[src/rtl/lp_seq_pkg.sv]
// Shared types and helpers for the low-power sleep sequencer.
// Assumes clock frequency in kHz and delays in ns, both positive.
package lp_seq_pkg;

    typedef enum logic [2:0] {
        ST_OFF   = 3'd0,
        ST_RUN   = 3'd1,
        ST_ENTER = 3'd2,
        ST_SLEEP = 3'd3,
        ST_WAKE  = 3'd4
    } lp_state_e;

    // Convert a delay in ns into reference-clock cycles, rounding up, at least 1.
    function automatic int ns_to_cycles(input longint clk_khz, input longint ns);
        longint c;
        c = (clk_khz * ns + 64'd999_999) / 64'd1_000_000;
        if (c < 1) c = 1;
        return int'(c);
    endfunction

endpackage

[src/rtl/lp_delay_cnt.sv]
// Loadable down counter used for both the entry and the wake-up delay.
// Assumes load has priority over decrement; counter stops at zero.
module lp_delay_cnt #(
    parameter int CNT_W = 16
) (
    input  logic             clk,
    input  logic             rst_n,
    input  logic             load,
    input  logic [CNT_W-1:0] load_val,
    input  logic             dec,
    output logic             cnt_zero
);

    logic [CNT_W-1:0] cnt_q;

    // Hold, reload or count down the remaining delay.
    always_ff @(posedge clk) begin
        if (!rst_n) begin
            cnt_q <= '0;
        end else if (load) begin
            cnt_q <= load_val;
        end else if (dec && (cnt_q != '0)) begin
            cnt_q <= cnt_q - 1'b1;
        end
    end

    assign cnt_zero = (cnt_q == '0);

endmodule

[src/rtl/lp_seq_fsm.sv]
// Sleep sequencing state machine. Power failure overrides every state;
// a request change during a delay aborts it; re-initialise is registered.
// Assumes lp_req and pwr_good are synchronous to clk.
module lp_seq_fsm
    import lp_seq_pkg::*;
#(
    parameter int CNT_W      = 16,
    parameter int ENTRY_LOAD = 0,
    parameter int EXIT_LOAD  = 0
) (
    input  logic             clk,
    input  logic             rst_n,
    input  logic             lp_req,
    input  logic             pwr_good,
    input  logic             cnt_zero,
    output lp_state_e        state,
    output logic             cnt_load,
    output logic [CNT_W-1:0] cnt_val,
    output logic             cnt_dec,
    output logic             reinit
);

    lp_state_e st_q, st_d;
    logic      live_now;

    // Next-state and counter-control decode.
    always_comb begin
        st_d     = st_q;
        cnt_load = 1'b0;
        cnt_val  = '0;
        cnt_dec  = 1'b0;
        live_now = 1'b0;
        if (!pwr_good) begin
            st_d = ST_OFF;
        end else begin
            unique case (st_q)
                ST_OFF: begin
                    st_d     = ST_RUN;
                    live_now = 1'b1;
                end
                ST_RUN: begin
                    if (lp_req) begin
                        st_d     = ST_ENTER;
                        cnt_load = 1'b1;
                        cnt_val  = CNT_W'(ENTRY_LOAD);
                    end
                end
                ST_ENTER: begin
                    if (!lp_req)      st_d = ST_RUN;
                    else if (cnt_zero) st_d = ST_SLEEP;
                    else               cnt_dec = 1'b1;
                end
                ST_SLEEP: begin
                    if (!lp_req) begin
                        st_d     = ST_WAKE;
                        cnt_load = 1'b1;
                        cnt_val  = CNT_W'(EXIT_LOAD);
                    end
                end
                ST_WAKE: begin
                    if (lp_req) begin
                        st_d = ST_SLEEP;
                    end else if (cnt_zero) begin
                        st_d     = ST_RUN;
                        live_now = 1'b1;
                    end else begin
                        cnt_dec = 1'b1;
                    end
                end
                default: st_d = ST_OFF;
            endcase
        end
    end

    // State register and one-cycle re-initialise pulse.
    always_ff @(posedge clk) begin
        if (!rst_n) begin
            st_q   <= ST_OFF;
            reinit <= 1'b0;
        end else begin
            st_q   <= st_d;
            reinit <= live_now;
        end
    end

    assign state = st_q;

endmodule

[src/rtl/lp_io_ctrl.sv]
// Decodes the sequencer state into per-pin buffer enables and core enable.
// Pads and core are on only in the running and entry-pending states.
module lp_io_ctrl
    import lp_seq_pkg::*;
#(
    parameter int IO_W = 8
) (
    input  lp_state_e         state,
    output logic              core_en,
    output logic [IO_W-1:0]   in_en,
    output logic [IO_W-1:0]   out_en
);

    logic live;

    // Live when running or still counting down the entry delay.
    always_comb begin
        live = (state == ST_RUN) || (state == ST_ENTER);
    end

    assign core_en = live;

    genvar i;
    generate
        for (i = 0; i < IO_W; i++) begin : g_pad
            assign in_en[i]  = live;
            assign out_en[i] = live;
        end
    endgenerate

endmodule

[src/rtl/lp_sleep_seq.sv]
// Top of the low-power sleep sequencer. Converts the entry and wake-up
// delays to cycle counts and wires the counter, state machine and pad
// enable decode. Assumes lp_req and pwr_good are already synchronous.
module lp_sleep_seq
    import lp_seq_pkg::*;
#(
    parameter int CLK_KHZ  = 200_000,
    parameter int ENTRY_NS = 800,
    parameter int EXIT_NS  = 200_000,
    parameter int IO_W     = 8
) (
    input  logic            clk,
    input  logic            rst_n,
    input  logic            lp_req,
    input  logic            pwr_good,
    output logic            core_en,
    output logic [IO_W-1:0] in_en,
    output logic [IO_W-1:0] out_en,
    output logic            reinit
);

    localparam int ENTRY_CYC = ns_to_cycles(longint'(CLK_KHZ), longint'(ENTRY_NS));
    localparam int EXIT_CYC  = ns_to_cycles(longint'(CLK_KHZ), longint'(EXIT_NS));
    localparam int MAX_CYC   = (ENTRY_CYC > EXIT_CYC) ? ENTRY_CYC : EXIT_CYC;
    localparam int CNT_W     = $clog2(MAX_CYC + 1);

    lp_state_e        state;
    logic             cnt_load;
    logic             cnt_dec;
    logic             cnt_zero;
    logic [CNT_W-1:0] cnt_val;

    lp_delay_cnt #(.CNT_W(CNT_W)) u_cnt (
        .clk      (clk),
        .rst_n    (rst_n),
        .load     (cnt_load),
        .load_val (cnt_val),
        .dec      (cnt_dec),
        .cnt_zero (cnt_zero)
    );

    lp_seq_fsm #(
        .CNT_W      (CNT_W),
        .ENTRY_LOAD (ENTRY_CYC - 1),
        .EXIT_LOAD  (EXIT_CYC - 1)
    ) u_fsm (
        .clk      (clk),
        .rst_n    (rst_n),
        .lp_req   (lp_req),
        .pwr_good (pwr_good),
        .cnt_zero (cnt_zero),
        .state    (state),
        .cnt_load (cnt_load),
        .cnt_val  (cnt_val),
        .cnt_dec  (cnt_dec),
        .reinit   (reinit)
    );

    lp_io_ctrl #(.IO_W(IO_W)) u_io (
        .state   (state),
        .core_en (core_en),
        .in_en   (in_en),
        .out_en  (out_en)
    );

endmodule

[config.mk]
export PLATFORM = sky130hd
export DESIGN_NAME = lp_sleep_seq
export DESIGN_NICKNAME = d
export VERILOG_FILES = /design/src/rtl/lp_seq_pkg.sv /design/src/rtl/lp_delay_cnt.sv /design/src/rtl/lp_seq_fsm.sv /design/src/rtl/lp_io_ctrl.sv /design/src/rtl/lp_sleep_seq.sv
export SDC_FILE = /design/constraint.sdc
export NUM_CORES = 1
export LEC_CHECK = 0
export BUFFER_PORTS_ARGS = -buffer_cell sky130_fd_sc_hd__clkbuf_2
export CORE_MARGIN = 4
export CORE_UTILIZATION = 49
export CTS_CLUSTER_DIAMETER = 60
export DETAILED_ROUTE_END_ITERATION = 8
export PLACE_DENSITY_LB_ADDON = 0.3
export SYNTH_ARGS = -nofsm -noshare
export SYNTH_HDL_FRONTEND = slang
export SYNTH_SLANG_ARGS = --single-unit
[constraint.sdc]
create_clock -name clk -period 1.8 [get_ports clk]
set_input_delay 0.36 -clock clk [delete_from_list [all_inputs] [get_ports clk]]
set_output_delay 0.36 -clock clk [all_outputs]
set_load 0.05 [all_outputs]
After elaboration in Yosys (flattened, before gate mapping) --
Index checks and enable logic that the tools add are counted.
Word-level totals: output and inout bits 18, flip-flop bits (word level) 20
Operators by class: reduce and logical (&&, ||, !) cells 8, equal/unequal tests 8, mux-type cells 25, add/sub/neg operators 1
Operators with widths (number):
- 16-bit two-way mux | 4
- 16-bit case mux with 2 select lines | 1
- 3-bit two-way mux | 6
- 16-bit zero test | 1
- 16-bit nonzero test | 1
- 16-bit by 1-bit subtractor with 16-bit output, second input constant | 1
- 3-bit case mux with 5 select lines | 1
- 1-bit two-way mux | 9
- 8-bit two-way mux | 1
- 3-bit by 2-bit == test with 1-bit output, second input constant | 2
- 3-bit inequality test, second input constant | 2
- 1-bit case mux with 2 select lines | 3
- 2-bit inequality test, second input constant | 2
- 4-bit AND reduction | 1
- 3-bit by 1-bit == test with 1-bit output, second input constant | 1
- 3-bit == test, second input constant | 1
- 3-bit zero test | 1
- 2-bit AND reduction | 1
- 2-bit nonzero test | 1
- 1-bit logical AND | 1
- 1-bit logical OR | 1

Depth between registers and ports, before layout --
Gate-level depths: netlist of the first run.
depth in word-level cells 8, gate-level depth with buffers 8

By module --
Synthesis of the first run repeated with hierarchy kept, for this count alone.
Second synthesis, totals: cells, all modules 181, area total of the unflattened synthesis 1448.9 um2
By module, submodules not included:
- lp_delay_cnt | times used 1, area an instance 922.1 um2, cells an instance 114
- lp_seq_fsm | times used 1, area an instance 394.1 um2, cells an instance 49
- lp_io_ctrl | times used 1, area an instance 132.6 um2, cells an instance 18

Least setup slack after synthesis of the first run --
OpenSTA, ideal clock, no wires.
kind flip-flop to output port, start reg u_fsm.st_q[1], in the netlist u_fsm.state[1], end out in_en[0], arrival 2.287 ns, setup slack -0.847 ns, cell stages (with the launch flop) 5, path buffers 2, required time 1.440 ns, cell sequence dfxtp_1 clkbuf_1 xnor2_1 nor2_1 buf_4
Between the ends: cells in the longest elaborated chain, start to end 2, elaborated cells on any way between the ends 3, those cells by class 2 x eq/ne; 1 x reduce/logical
RTL lines:
- start: declaration | line lp_seq_fsm.sv:23 | lp_state_e st_q, st_d;
- start signal: assignment | line lp_seq_fsm.sv:81 | st_q <= st_d;
- 3-bit by 1-bit == test with 1-bit output / 3-bit by 2-bit == test with 1-bit output (equally long branches) | line lp_io_ctrl.sv:18 | live = (state == ST_RUN) || (state == ST_ENTER);
- 1-bit logical OR (*) | line lp_io_ctrl.sv:18
- end: declaration | line lp_sleep_seq.sv:17 | output logic [IO_W-1:0] in_en,
Every way passes the cells marked *; elsewhere a longest branch is shown, timed or not.

Final worst setup path of the first run --
start reg u_cnt.cnt_q[0], end reg u_cnt.cnt_q[9]
Between the ends: cells in the longest elaborated chain, start to end 7, elaborated cells on any way between the ends 12, those cells by class 1 x add/sub; 7 x mux; 4 x reduce/logical
RTL lines:
- start: declaration | line lp_delay_cnt.sv:14 | logic [CNT_W-1:0] cnt_q;
- start signal: assignment | line lp_delay_cnt.sv:21 | cnt_q <= load_val;
- start signal: assignment | line lp_delay_cnt.sv:23 | cnt_q <= cnt_q - 1'b1;
- parallel branches: the longest is 7 deep, another holds 16-bit by 1-bit subtractor with 16-bit output
Parallel ways; which one is timed is not known. The select of a mux whose other input is x is not followed. A chain may end at the register's enable or synchronous reset.

==> results of run 1 <==
[state kept, by name, indices dropped and copies added (netlist names)]
name	flops
u_fsm.reinit	1
u_cnt.cnt_q	16
u_fsm.state	3
[cell usage after synthesis (2+ instances only)]
master    instances
a31oi_1           4
nand3_1           4
buf_4            17
xnor2_1           3
nor3b_1           2
a21boi_1          5
nand4_1           4
clkbuf_1          5
xor2_1            9
and3b_1           3
o21a_1            5
inv_1             2
nand2_1           8
nor2b_1           2
a21oi_1           7
o21ai_1           3
nand4b_1          2
nor3_1            4
nor2_1           16
dfxtp_1          20
nand3b_1          2
and3_1            2
o21ai_0           2
[through the flow]
| stage | std cells | setup WS, ns |
|---|---|---|
| floorplan | 153 | -0.0198 |
| global placement | 189 | 0.0524 |
| detailed placement | 189 | 0.0224 |
| CTS | 195 | 0.0184 |
| global route | 195 | -0.0379 |
| finish | 195 | 0.0764 |
[area by class of cell]
| cell class | count | area (um2) |
|---|---|---|
| fill | 215 | 1030 |
| multi-input combinational | 106 | 734 |
| sequential | 20 | 402 |
| timing repair buffer | 33 | 254 |
| tap | 30 | 37.5 |
| clock buffer | 4 | 36.3 |
| inverter | 2 | 7.51 |
[worst max path at each step]
| stage | endpoint | startpoint | cells past startpoint |
|---|---|---|---|
| 5_1_grt | u_cnt.cnt_q[9]$_SDFFE_PN0P_ | u_cnt.cnt_q[0]$_SDFFE_PN0P_ | 8 |
| 3_3_place_gp | u_cnt.cnt_q[10]$_SDFFE_PN0P_ | u_cnt.cnt_q[0]$_SDFFE_PN0P_ | 7 |
| 6_report | u_cnt.cnt_q[9]$_SDFFE_PN0P_ | u_cnt.cnt_q[0]$_SDFFE_PN0P_ | 8 |
| 3_5_place_dp | u_cnt.cnt_q[5]$_SDFFE_PN0P_ | lp_req | 6 |
| 4_1_cts | u_cnt.cnt_q[10]$_SDFFE_PN0P_ | u_cnt.cnt_q[0]$_SDFFE_PN0P_ | 8 |
| 2_1_floorplan | in_en[0] | u_fsm.state[1]$_SDFFE_PN0P_ | 4 |
[cell families (layout without fill, tap and decap cells)]
logic type / after synthesis / after routing / share of synthesized area, %
AND/OR/NAND/NOR: 59 / 59 / 28.1
AO/OA/AOI/OAI: 33 / 33 / 17.5
buffers and inverters: 27 / 39 / 13.5
flip-flops: 20 / 20 / 31.1
XOR/XNOR: 12 / 12 / 8.16
adder cells (fa/ha/maj): 1 / 1 / 0.971
multiplexers: 1 / 1 / 0.777
[tightest hold or removal path, stage by stage]
cell      delay (ns)
clkbuf_2        0.10
nand2_1         0.11
nor3b_1         0.06
[what timing repair did]
action,in CTS,in global routing
resized for setup,19,5
setup endpoints to repair,18,26
buffers inserted,2,0
pin swaps,1,1
endpoints found under the hold margin,0,0
[routing by layer]
metal,share of wire (%),vias to the layer above,routed length [um]
met3,7.0,2,189
met4,0.71,0,19
met5,0,-,0
met2,49,42,1330
li1,-,554,-
met1,43,519,1160
[power by group through the flow]
stage / clock [uW] / sequential (uW) / combinational [uW]
after global routing: 291 / 477 / 463
after CTS: 272 / 474 / 423
final: 264 / 474 / 435
after global placement: 0 / 482 / 387
after floorplan: 0 / 482 / 341
after detailed placement: 0 / 484 / 387
==> results.yml, run 1 <==
outcome:
  status: "finished clean"
timing:
  max_clock_freq_mhz: 580
  finClkSkew_ns: 0.00117
  tns_ns: 0
  worst_pin_slew_ns: 0.395
  rsz0062_at_grt: "true"
  slew_headroom_pct: 73.6
  period_minus_slack_ns: 1.72
  holdWs_ns: 0.363
  hold_viol: 0
  finalSetupViolCount: 0
  slew_viol_final: 0
  post-route-period-util_pct: 95.8
power_and_ir_drop:
  p_clk_share_pct: 22.5
  power_switching_uw: 438
  pwr-share-seq_pct: 40.4
  p_sw_share_pct: 37.3
  combPwrFrac_pct: 37.1
  p_leak_uw: 0.000600
  power.density_nw_per_um2: 797
  vdd_ir_drop_max_uv: 483
  finalPower_uw: 1170
  intPower_uw: 735
critical_path:
  r2r_cells: 8
  slowest_stage: "dfxtp_1"
  end_kind: "flip-flop"
  max_stage_delay_ns: 0.35
  r2r-start: "u_cnt.cnt_q[0]$_SDFFE_PN0P_"
  reg2reg_setup_slack_ns: 0.08
  cpLargestDelayFamily: "simple AND/OR/NAND/NOR gates"
  cp.buffers_inverters: 2
  worst_setup_path_start_kind: "flip-flop"
  cp_max_fo: 13
  worstSetupPathType: "flip-flop to flip-flop"
  cp.required_ns: 2.00
  worstPathArrival_ns: 1.93
  crit-reg2reg-capture: "u_cnt.cnt_q[9]$_SDFFE_PN0P_"
  path_cells: "inv_1, ha_2, nor4b_4, nand4_2, buf_6, and4bb_1, xnor2_1, nor2_1"
grt:
  use_met3_pct: 1.96
  overflow: 0
  grt_pass1_vias: 1032
  grtUsageMet1_pct: 22.8
  antenna_found_initial: 0
  grt_pass1_wl_um: 4730
  use_met2_pct: 28.7
  top_usage_layer: "met2"
  grt_max_degree: 18
  grt_util_all_layers_pct: 17.1
route:
  routed_via_density: 5.73
  drtPass1Iterations: 4
  vias: 1117
  drtIter0Drc: 22
  drc: 0
  wl_per_cell_um: 13.8
  routed_wl_um: 2690
  detail-route-antenna-nets: 0
die:
  dieArea_um2: 3510
  fp.dieH_um: 59.3
  start_util_pct: 51.6
  coreArea_um2: 2500
  num_io_pins: 22
  die-width_um: 59.3
  rows: 18
synthesis:
  syn_area_per_cell_um2: 8.42
  synth_flop_cell: "dfxtp_1"
  synth_top_area_share_pct: 31.1
  synth_nets: 158
  syn_area_um2: 1290
  yosysWarnings: 0
  synth.area.top_cells: "dfxtp_1 31%, buf_4 9.9%, xor2_1 6.1%, nor2_1 4.7%, a21boi_1 2.9%"
  synth-edff-count: 0
  netlist_instances: 153
  synthArstFlopShare_pct: 0
  synth_top_cell_by_area: "dfxtp_1"
  synth_cell_types: 45
  yosysSeqAreaShare_pct: 31.1
  synth-seq-cells: 20
run:
  maxCapViolCount: 0
final_layout:
  area_growth_pct: 14.2
  drive_gt1_share_pct: 29.1
  finalNetCount: 171
  final_common_cell: "clkbuf_4"
  final_cell_mix: "20 x clkbuf_4, 19 x dfxtp_1, 15 x nor2_1, 10 x buf_4, 9 x xor2_1"
  insertedDiodeCount: 0
  fin_util_pct: 58.9
  final_area_um2: 1470
min_path:
  hp-class: "primary input to flip-flop"
  hold_start: "pwr_good"
  holdPathEnd: "u_fsm.state[1]$_SDFFE_PN0P_"
  whs_path_depth: 3
placed_design:
  dp_hpwl_um: 1980
  dpl-instance-area_um2: 1350
  io_buffers: 21
  gp_congestion: 0.788
clock_tree:
  clk_path_buf_depth: 2
  cts_tree: "yes"
  cts.clk_slew.worst_paths_ns: 0.11
  cts_htree_levels: 1
  ctsRootBufferMaster: "clkbuf_4"
  cts_buffers: 3
  ctsHoldBuffers: 0
  insertion_delay_ns: 0.30
  numClockSinks: 20
No activity file was read; power rests on OpenSTA's default activity.
==> run 2: changes to the inputs <==
--- a/config.mk
+++ b/config.mk
@@ -10,7 +10,7 @@
 export CORE_UTILIZATION = 49
 export CTS_CLUSTER_DIAMETER = 60
 export DETAILED_ROUTE_END_ITERATION = 8
-export PLACE_DENSITY_LB_ADDON = 0.3
+export PLACE_DENSITY = 0.77
 export SYNTH_ARGS = -nofsm -noshare
 export SYNTH_HDL_FRONTEND = slang
 export SYNTH_SLANG_ARGS = --single-unit
==> run 2 against run 1 <==
Register-to-register slack improved by 0.04 ns; core utilization rose by 0.80 points; largest cell class unchanged; first-iteration DRC count rose by 45%; combinational power rose by 3%.
==> results.yml, run 2 (synthesis gave the netlist of run 1 again) <==
clock_tree:
  clk_path_buf_depth: 2
  ctsHoldBuffers: 0
  cts.clk_slew.worst_paths_ns: 0.11
  cts_tree: "yes"
  cts_buffers: 3
  numClockSinks: 20
  insertion_delay_ns: 0.31
  ctsRootBufferMaster: "clkbuf_4"
  cts_htree_levels: 1
critical_path:
  max_stage_delay_ns: 0.38
  cp.buffers_inverters: 2
  worstSetupPathType: "flip-flop to primary output"
  end_kind: "primary output"
  worst_setup_path_start_kind: "flip-flop"
  path_cells: "xnor2_1, nor2_4, buf_12, clkbuf_4"
  slowest_stage: "dfxtp_2"
  cp_max_fo: 17
  reg2reg_setup_slack_ns: 0.12
  cpLargestDelayFamily: "flip-flops"
  cp.required_ns: 1.44
  worstPathArrival_ns: 1.34
placed_design:
  dp_hpwl_um: 2010
  gp_congestion: 0.833
  place_inst: 192
  io_buffers: 21
  dp_slack_ns: 0.00799
  dpl-instance-area_um2: 1370
power_and_ir_drop:
  p_leak_uw: 0.000616
  vdd_ir_drop_max_uv: 640
  finalPower_uw: 1190
  power.density_nw_per_um2: 798
timing:
  worst_pin_slew_ns: 0.384
  period_minus_slack_ns: 1.70
  hold_viol: 0
  finClkSkew_ns: 0.00453
  max_clock_freq_mhz: 590
  final.setup.worst_slack_ns: 0.105
  slew_viol_final: 0
  rsz0062_at_grt: "false"
  slew_headroom_pct: 74.2
  finalSetupViolCount: 0
  post-route-period-util_pct: 94.2
min_path:
  hp-class: "primary input to flip-flop"
route:
  drtPass1Iterations: 4
  routed_via_density: 5.82
  drc: 0
  wl_per_cell_um: 13.9
  vias: 1147
  routed_wl_um: 2740
  drtIter0Drc: 32
  detail-route-antenna-nets: 0
grt:
  grt_pass1_vias: 1020
  grt_pass1_wl_um: 4330
  antenna_found_initial: 0
  grt_max_degree: 18
  grt_util_all_layers_pct: 16.3
  overflow: 0
final_layout:
  fin_cells: 197
  final_area_um2: 1490
  largest_reg_flops: 16
  final_common_cell: "clkbuf_4"
  area_growth_pct: 15.7
  top_register: "u_cnt.cnt_q"
  final_cell_mix: "20 x clkbuf_4, 18 x dfxtp_1, 15 x nor2_1, 12 x buf_4, 9 x xor2_1"
  fillers: 216
  drive_gt1_share_pct: 29.9
  finalNetCount: 173
  insertedDiodeCount: 0
die:
  fp.dieH_um: 59.3
  die-width_um: 59.3
  start_util_pct: 51.6
  rows: 18
  dieArea_um2: 3510
  coreArea_um2: 2500
  num_io_pins: 22
run:
  maxCapViolCount: 0
outcome:
  status: "finished clean"
## run 2: final cells by class
type / count / area, um2 / area share, %
clock buffer: 4 / 36.3 / 2.43
inverter: 2 / 7.51 / 0.503
tap: 30 / 37.5 / 2.52
sequential: 20 / 403 / 27.0
multi-input combinational: 106 / 738 / 49.5
timing repair buffer: 35 / 269 / 18.0
## run 2: path summary, 6_finish.rpt
kind,startpoint,endpoint,cells after the start
max reg2reg,u_fsm.state[1]$_SDFFE_PN0P_,u_cnt.cnt_q[9]$_SDFFE_PN0P_,6
min reg2reg,u_cnt.cnt_q[15]$_SDFFE_PN0P_,u_cnt.cnt_q[15]$_SDFFE_PN0P_,1
min,pwr_good,u_fsm.state[2]$_SDFFE_PN0P_,3
max,u_fsm.state[0]$_SDFFE_PN0P_,out_en[5],4
## run 2: worst register-to-register path, delay by kind of cell (launching register included)
family          cells  cell delay, ns
compound gates      1            0.23
xor+xnor            1            0.11
buf+inv             1            0.22
flops               1            0.35
simple gates        3            0.67
## run 2: power breakdown
group	switching, uW	internal [uW]	total (uW)	leakage (uW)
clock network	145	124	268	0.0000210
logic	279	168	447	0.000432
registers	17.9	457	475	0.000163
## run 2: through the flow
stage | setup TNS, ns | util [%] | hold WS (ns)
6_report | 0 | 59.7 | 0.357
5_1_grt | 0 | 59.7 | 0.372
4_1_cts | 0 | 58.8 | 0.352
3_5_place_dp | 0 | 54.8 | 0.498
3_3_place_gp | 0 | 54.8 | 0.489
2_1_floorplan | -0.317 | - | 0.462
## run 2: per-layer routing
metal | up-vias | track usage [%] | routed length, um
li1 | 557 | - | -
met1 | 549 | 18.5 | 1160
met2 | 36 | 28.4 | 1340
met3 | 5 | 3.92 | 180
met4 | 0 | 7.77 | 53
met5 | - | 0 | 0
## run 2: what timing repair did
action | in CTS | in global routing
gates resized for setup | 17 | 8
setup endpoints to repair | 17 | 27
pin swaps | 1 | 0
buffers inserted | 1 | 0
==> run 3: changes to the inputs <==
--- a/config.mk
+++ b/config.mk
@@ -5,12 +5,13 @@
 export SDC_FILE = /design/constraint.sdc
 export NUM_CORES = 1
 export LEC_CHECK = 0
+export ABC_AREA = 1
 export BUFFER_PORTS_ARGS = -buffer_cell sky130_fd_sc_hd__clkbuf_2
 export CORE_MARGIN = 4
-export CORE_UTILIZATION = 49
+export CORE_UTILIZATION = 51
 export CTS_CLUSTER_DIAMETER = 60
 export DETAILED_ROUTE_END_ITERATION = 8
-export PLACE_DENSITY = 0.77
+export PLACE_DENSITY = 0.78
 export SYNTH_ARGS = -nofsm -noshare
 export SYNTH_HDL_FRONTEND = slang
 export SYNTH_SLANG_ARGS = --single-unit
==> run 3 against run 2 <==
Area after synthesis increased by 15%; final cell count rose by 45%; worst hold slack improved by 0.015 ns; cell area increased by 24%; largest power group is now combinational cells; total power increased by 24%; wire length rose by 34%; synthesized cell count rose by 55%; clock skew barely moved; the flow now finishes with violations (setup timing); fmax shrank 7.1%.
==> results.yml, run 3 <==
die:
  coreArea_um2: 2760
  num_io_pins: 22
  dieArea_um2: 3840
  fp.dieH_um: 61.9
  rows: 19
  die-width_um: 61.9
  start_util_pct: 53.8
critical_path:
  cp.buffers_inverters: 3
  end_kind: "primary output"
  r2r-start: "u_fsm.state[0]$_SDFFE_PN0P_"
  cp_max_fo: 8
  worstPathArrival_ns: 1.46
  worstSetupPathType: "flip-flop to primary output"
  path_cells: "inv_4, nand2_4, o21ai_4, clkbuf_16, buf_6"
  max_stage_delay_ns: 0.38
  worst_setup_path_start_kind: "flip-flop"
  cp.required_ns: 1.44
  cpLargestDelayFamily: "buffers and inverters"
  slowest_stage: "dfxtp_4"
  crit_start: "u_fsm.state[0]$_SDFFE_PN0P_"
power_and_ir_drop:
  p_sw_share_pct: 41.0
  pwr-share-seq_pct: 33.1
  intPower_uw: 872
  p_clk_share_pct: 18.1
  combPwrFrac_pct: 48.8
  power.density_nw_per_um2: 800
  vdd_ir_drop_max_uv: 572
  p_leak_uw: 0.000890
  power_switching_uw: 606
synthesis:
  synth.area.top_cells: "dfxtp_1 27%, nand2_1 14%, nor2_1 10%, buf_4 9.1%, nand3_1 6.4%"
  synth_top_cell_by_area: "dfxtp_1"
  yosysSeqAreaShare_pct: 27.0
  syn_area_um2: 1480
  yosysWarnings: 0
  synthTopCellsByCount: "55 x nand2_1, 41 x nor2_1, 20 x dfxtp_1"
  synth_xor_xnor_area_share_pct: 1.77
  synth_compound_area_share_pct: 11.0
  synth_flop_cell: "dfxtp_1"
  muxShareOfSynthArea_pct: 0
  synth_cell_types: 27
  syn_area_per_cell_um2: 6.26
  synth_nets: 242
  netlist_instances: 237
  synth_top_area_share_pct: 27.0
  synth-edff-count: 0
  synth_top_family_by_area: "simple AND/OR/NAND/NOR gates"
  synthArstFlopShare_pct: 0
  synthAdderAreaFrac_pct: 0.843
  synth-seq-cells: 20
  synth_most_common_cell: "nand2_1"
  synth-simple-area-share_pct: 43.3
placed_design:
  io_buffers: 21
  gp_congestion: 0.954
  dpl-instance-area_um2: 1510
  dp_hpwl_um: 2480
outcome:
  violations: "setup timing"
  status: "complete, but fails checks"
final_layout:
  drive_gt1_share_pct: 26.3
  top_register: "u_cnt.cnt_q"
  area_growth_pct: 24.5
  finalNetCount: 261
  insertedDiodeCount: 0
  largest_reg_flops: 16
  fillers: 252
  final_cell_mix: "54 x nand2_1, 40 x nor2_1, 19 x nand3_1"
  final_common_cell: "nand2_1"
  final_area_um2: 1850
min_path:
  hp-class: "primary input to flip-flop"
  hold_start: "rst_n"
route:
  vias: 1513
  drtIter0Drc: 74
  detail-route-antenna-nets: 0
  wl_per_cell_um: 12.9
  drtPass1Iterations: 4
  drc: 0
  routed_wl_um: 3680
  routed_via_density: 5.29
clock_tree:
  clk_path_buf_depth: 2
  numClockSinks: 20
  cts_buffers: 3
  cts.clk_slew.worst_paths_ns: 0.12
  ctsRootBufferMaster: "clkbuf_4"
  cts_tree: "yes"
  insertion_delay_ns: 0.31
  ctsHoldBuffers: 0
  cts_htree_levels: 1
timing:
  rsz0062_at_grt: "true"
  final.setup.worst_slack_ns: -0.0248
  period_minus_slack_ns: 1.82
  holdWs_ns: 0.371
  tns_ns: -0.148
  slew_viol_final: 0
  slew_headroom_pct: 79.2
  post-route-period-util_pct: 101
  finalSetupViolCount: 7
  hold_viol: 0
  worst_pin_slew_ns: 0.312
  finClkSkew_ns: 0.00478
  max_clock_freq_mhz: 548
run:
  maxCapViolCount: 0
grt:
  grt_max_degree: 18
  grt_pass1_wl_um: 5530
  grt_pass1_vias: 1342
  antenna_found_initial: 0
  grt_util_all_layers_pct: 19.0
  overflow: 0
run 3: cell count changes in the layout (fill, tap and decap cells not counted), sizes merged, moves of 9 or more:
cell and change:
nand2 +54, nor2 +31, inv +19, nand3 +18, clkbuf -15, buf +14, a21oi +9
run 3: layer usage:
layer  wire (um)  share of wire [%]  track usage, %
met1        1580                 43            24.9
met3         260                7.1            2.69
met5           0                  0               0
met4          42                1.1            7.27
met2        1790                 49            31.2
run 3: logic make-up (layout without fill, tap and decap cells):
family / Yosys count / in the layout
flops: 20 / 20
compound gates: 31 / 31
simple gates: 140 / 140
fa+ha+maj: 1 / 1
xor+xnor: 3 / 3
buf+inv: 42 / 60
run 3: repair_timing:
item                       4_1_cts  5_1_grt
pin swaps                        1        2
gates resized for setup         17       57
gates cloned                     0        2
setup endpoints to repair       17       21
setup buffers                    1        7
run 3: layout make-up:
cell class | count | area [um2] | area share [%]
Inverter | 22 | 87.6 | 4.74
Tap cell | 31 | 38.8 | 2.10
Timing Repair Buffer | 34 | 400 | 21.7
Sequential cell | 20 | 410 | 22.2
Clock buffer | 4 | 36.3 | 1.96
Multi-Input combinational cell | 175 | 873 | 47.3
run 3: through the flow:
stage	setup slack [ns]	utilization, %	power, uW	cells
2_1_floorplan	0.134	-	1020	237
3_3_place_gp	0.150	54.7	1070	272
3_5_place_dp	0.128	54.7	1070	272
4_1_cts	-0.0136	58.3	1380	277
5_1_grt	-0.0846	67.0	1600	286
6_report	-0.0248	67.0	1480	286
run 3: power groups by stage:
stage          combinational [uW]  sequential [uW]  clock, uW
2_1_floorplan                 520              496          0
3_3_place_gp                  571              497          0
3_5_place_dp                  577              497          0
4_1_cts                       609              488        279
5_1_grt                       802              492        303
6_report                      722              489        267
run 3: worst paths after layout:
kind | depth (start not counted) | slack (ns) | end
max | 5 | -0.02 | in_en[7]
min | 3 | 0.37 | u_cnt.cnt_q[0]$_SDFFE_PN0P_
min reg2reg | 1 | 0.52 | u_fsm.reinit$_SDFF_PN0_
max reg2reg | 10 | 0.14 | u_cnt.cnt_q[5]$_SDFFE_PN0P_
run 3: worst min-delay path, delay by kind of cell:
family / cells / cell delay [ns]
buffers and inverters: 2 / 0.19
AND/OR/NAND/NOR: 1 / 0.10
